<file path="src/rtl/peak_hold_display.sv">
module peak_hold_display #(
  parameter int DIGITS = 4
) (
  input  logic              clk,
  input  logic              rst_n,
  input  logic              rd_valid,
  input  logic              rd_neg,
  input  logic [DIGITS*4-1:0] rd_bcd,
  input  logic              rd_ovr,
  input  logic              hold_en,
  output logic              disp_neg,
  output logic [DIGITS*4-1:0] disp_bcd,
  output logic              disp_ovr,
  output logic              autorange_off
);

  localparam int W = DIGITS * 4;

  logic gt_c [DIGITS+1];
  logic eq_c [DIGITS+1];
  logic mag_gt;
  logic load;

  assign gt_c[DIGITS] = 1'b0;
  assign eq_c[DIGITS] = 1'b1;

  for (genvar i = DIGITS - 1; i >= 0; i--) begin : g_cmp
    logic [3:0] d_new, d_old;
    assign d_new   = rd_bcd[i*4 +: 4];
    assign d_old   = disp_bcd[i*4 +: 4];
    assign gt_c[i] = gt_c[i+1] | (eq_c[i+1] & (d_new > d_old));
    assign eq_c[i] = eq_c[i+1] & (d_new == d_old);
  end

  assign mag_gt = gt_c[0];

  assign load = rd_valid & (~hold_en
                          | (rd_ovr & ~disp_ovr)
                          | (~rd_ovr & ~disp_ovr & mag_gt));

  always_ff @(posedge clk) begin
    if (!rst_n) begin
      disp_neg <= 1'b0;
      disp_bcd <= '0;
      disp_ovr <= 1'b0;
    end else if (load) begin
      disp_neg <= rd_neg;
      disp_bcd <= rd_bcd;
      disp_ovr <= rd_ovr;
    end
  end

  assign autorange_off = hold_en;

  a_r2_idle_holds: assert property (@(posedge clk) disable iff (!rst_n)
    !rd_valid |=> $stable({disp_neg, disp_bcd, disp_ovr}));

  a_r3_free_load: assert property (@(posedge clk) disable iff (!rst_n)
    rd_valid && !hold_en |=>
      {disp_neg, disp_bcd, disp_ovr} == $past({rd_neg, rd_bcd, rd_ovr}));

  a_r5_no_shrink: assert property (@(posedge clk) disable iff (!rst_n)
    rd_valid && hold_en && !rd_ovr && !disp_ovr && (rd_bcd <= disp_bcd)
      |=> $stable({disp_neg, disp_bcd, disp_ovr}));

  a_r7_ovr_captured: assert property (@(posedge clk) disable iff (!rst_n)
    rd_valid && hold_en && rd_ovr |=> disp_ovr);

  a_r7_ovr_sticks: assert property (@(posedge clk) disable iff (!rst_n)
    hold_en && disp_ovr |=> $stable({disp_neg, disp_bcd, disp_ovr}));

  a_r4_grows: assert property (@(posedge clk) disable iff (!rst_n)
    rd_valid && hold_en && !rd_ovr && !disp_ovr && (rd_bcd > disp_bcd)
      |=> disp_bcd == $past(rd_bcd) && disp_neg == $past(rd_neg));

endmodule

</file>
<file path="config.mk">
export PLATFORM = sky130hd
export DESIGN_NAME = peak_hold_display
export DESIGN_NICKNAME = d
export VERILOG_FILES = /design/src/rtl/peak_hold_display.sv
export SDC_FILE = /design/constraint.sdc
export NUM_CORES = 1
export LEC_CHECK = 0
export ABC_AREA = 1
export BUFFER_PORTS_ARGS = -buffer_cell sky130_fd_sc_hd__clkbuf_2
export CAP_MARGIN = 10
export CORE_AREA = 2 2 61 63
export DETAILED_ROUTE_END_ITERATION = 8
export DIE_AREA = 0 0 63 65
export GPL_ROUTABILITY_DRIVEN = 0
export PLACE_DENSITY = 0.64
export SLEW_MARGIN = 20
export SYNTH_ARGS = -nofsm -noshare
export SYNTH_HDL_FRONTEND = slang
export SYNTH_SLANG_ARGS = --single-unit
</file>
<file path="constraint.sdc">
create_clock -name clk -period 2.3 [get_ports clk]
set_input_delay 0.23 -clock clk [delete_from_list [all_inputs] [get_ports clk]]
set_output_delay 0.23 -clock clk [all_outputs]
set_load 0.005 [all_outputs]
</file>
==> flow_summary.yaml <==
floorplanning:
  num_io_pins: 41
  die_y_um: 65
  start_util_pct: 38.1
  die-area_mm2: 0.00410
  row_count: 22
  die_w_um: 63
  core_area_mm2: 0.00350
pwr:
  power.leakage_nw: 0.892
  power.switching_mw: 0.272
  seqPwrFrac_pct: 44.1
  power_frac_clock_pct: 24.1
  sw_frac_of_total_pct: 32.9
  combPwrFrac_pct: 31.8
  vdd_drop_max_uv: 294
  power-per-cell-area_mw_per_mm2: 527
  p_int_mw: 0.556
logic_synthesis:
  ys_ff_latch: 18
  post-synth-top-count-cell: "inv_1"
  async_flop_share_pct: 0
  synth-seq-area-share_pct: 27.1
  synth_area_leaders: "dfxtp_1 (27%), ha_1 (15%), inv_1 (11%), nand2_1 (11%), a21oi_1 (7.9%)"
  yosys_most_used_dff: "dfxtp_1"
  synth_cell_types: 20
  synth_top_area_cell: "dfxtp_1"
  synth_nets: 233
  synth_top_area_share_pct: 27.1
  synth_area_mm2: 0.00133
  syn-instance-count: 195
  synth_edf_count: 0
  yosys_warnings: 0
  avgSynthCellArea_um2: 6.83
  synthTopCellsByCount: "inv_1 (39), nand2_1 (38), nor2_1 (24)"
worst_setup_path:
  path_buf_inv: 1
  critPathRequiredTime_ns: 2.50
  r2r_cells: 10
  crit_family: "simple AND/OR/NAND/NOR gates"
  cp.depth: 10
  critical_path_class: "reg2reg"
  cp-end-kind: "register"
  max_stage_delay_ns: 0.37
  cp_slowest_cell: "dfxtp_1"
  critPathMaxFanout: 36
  arrival_ns: 2.15
  path_cells: "inv_1 > ha_1 > nand2_2 > nor2_4 > and2b_1 > nand2_1 > nand3_2 > nand3_4 > a21oi_1 > nor2_1"
  startpoint_type: "register"
global_routing:
  grt_pass1_wl_um: 4550
  grt_overflow_total: 0
  grt.total_usage_pct: 13.6
  antenna_found_initial: 0
  grt_pass1_vias: 1092
  grt_max_degree: 37
min_path:
  hold_class: "in2reg"
  min_path_cells: 5
cells_and_area:
  syn_to_final_growth_pct: 18.1
  final_area_mm2: 0.00157
  num_antenna_cells: 0
  nets: 270
  final_layout_size_suffix_gt1_share_pct: 25.1
timing:
  final-setup-viol-count: 0
  max_freq_ghz: 0.512
  slew_violations: 0
  min_period_ns: 1.95
  worst_slew_pin_slew_ns: 0.434
  slew_headroom_pct: 71.1
  fin_hold_ws_ns: 0.237
  setup_tns_ns: 0
  hold_viol: 0
  post-route-period-util_pct: 85.0
  clock_skew_ns: 0.00733
  grt_setup_unrepaired: "false"
placed_design:
  numPortBuffers: 40
  post_dp_cell_area_mm2: 0.00154
  dp_hpwl_um: 1840
detailed_routing:
  drtIter0Drc: 54
  wl_met1_um: 1280
  drcViolationCount: 0
  met2WireLength_um: 1050
  vias_per_cell: 4.47
  dr.pass1.iters: 4
  ant_nets: 0
  wl_per_cell_um: 9.01
  route.met3.wl_um: 162
  wirelength_um: 2510
  via_count: 1247
  top_layer: "met4"
clock_tree:
  clockRootBuffer: "clkbuf_4"
  cts.clk_slew.worst_paths_ns: 0.11
  cts_buffers: 3
  cts.path.max_buffers: 2
  post_cts_resize_count: 0
  tritoncts: "built"
  holdBufCountCts: 0
  postCtsSetupRepairBufs: 0
  ctsHtreeMaxLevel: 1
  cts_num_sinks: 18
  insertion_delay_ns: 0.30
run:
  maxCapViolations: 0
run_status:
  status: "complete, no violations"
[layer usage]
metal | GRT usage [%] | vias to the layer above
li1 | - | 676
met1 | 17.7 | 529
met2 | 22.1 | 38
met3 | 3.47 | 4
met4 | 4.17 | 0
met5 | 0 | -
[worst paths after layout]
check                            start                        end  slack [ns]
max          disp_bcd[15]$_SDFFE_PN0P_  disp_bcd[12]$_SDFFE_PN0P_        0.35
min                             rd_neg      disp_neg$_SDFFE_PN0P_        0.24
max reg2reg  disp_bcd[15]$_SDFFE_PN0P_  disp_bcd[12]$_SDFFE_PN0P_        0.35
min reg2reg      disp_neg$_SDFFE_PN0P_      disp_neg$_SDFFE_PN0P_        0.50
[worst reg2reg max path, stage by stage, from the launching register on]
cell and delay [ns]:
dfxtp_1 0.37, inv_1 0.05, ha_1 0.30, nand2_2 0.08
nor2_4 0.13, and2b_1 0.13, nand2_1 0.06, nand3_2 0.08
nand3_4 0.35, a21oi_1 0.26, nor2_1 0.06
[area by class of cell]
| type | instances | area [um2] |
|---|---|---|
| Fill cell | 398 | 1920 |
| Multi-Input combinational cell | 129 | 762 |
| Sequential cell | 18 | 360 |
| Timing Repair Buffer | 41 | 208 |
| Inverter | 39 | 146 |
| Tap cell | 48 | 60.1 |
| Clock buffer | 4 | 36.3 |
[flip-flops by register name, summed over array words and instances, names as in the netlist]
name and cells:
disp_ovr 1, disp_neg 1, disp_bcd 16
[per-stage QoR]
step | power (mW) | worst slack (ns) | util (%) | instances
floorplan | 0.565 | 0.645 | - | 195
global placement | 0.637 | 0.368 | 44.0 | 275
detailed placement | 0.640 | 0.357 | 44.0 | 275
CTS | 0.844 | 0.327 | 45.0 | 279
global route | 0.912 | 0.0657 | 45.0 | 279
finish | 0.829 | 0.345 | 45.0 | 279
[logic make-up after synthesis]
family / count (synthesis) / synth area share [%]
compound gates: 27 / 11.0
flops: 18 / 27.1
fa+ha+maj: 16 / 15.0
simple gates: 86 / 30.9
buf+inv: 48 / 16.0
[placed cells by master (no fill, tap or decap)]
cell	instances
buf_4	1
a21boi_2	1
a21oi_2	1
clkbuf_4	3
dfxtp_1	18
clkbuf_8	1
inv_1	39
and2b_1	1
nand2_1	38
nand3_1	12
a21oi_1	21
nand3_4	1
nand3_2	7
o21ai_0	2
ha_1	16
nand2_2	2
nor2_4	1
o21bai_1	2
nor2_1	24
clkbuf_2	40
[power groups by stage]
stage | sequential [mW] | combinational (mW) | clock, mW
finish | 0.365 | 0.263 | 0.200
detailed placement | 0.373 | 0.267 | 0
CTS | 0.366 | 0.268 | 0.210
global placement | 0.373 | 0.264 | 0
global route | 0.371 | 0.314 | 0.227
floorplan | 0.373 | 0.192 | 0
Note: power is estimated with default switching activity, not from simulation.
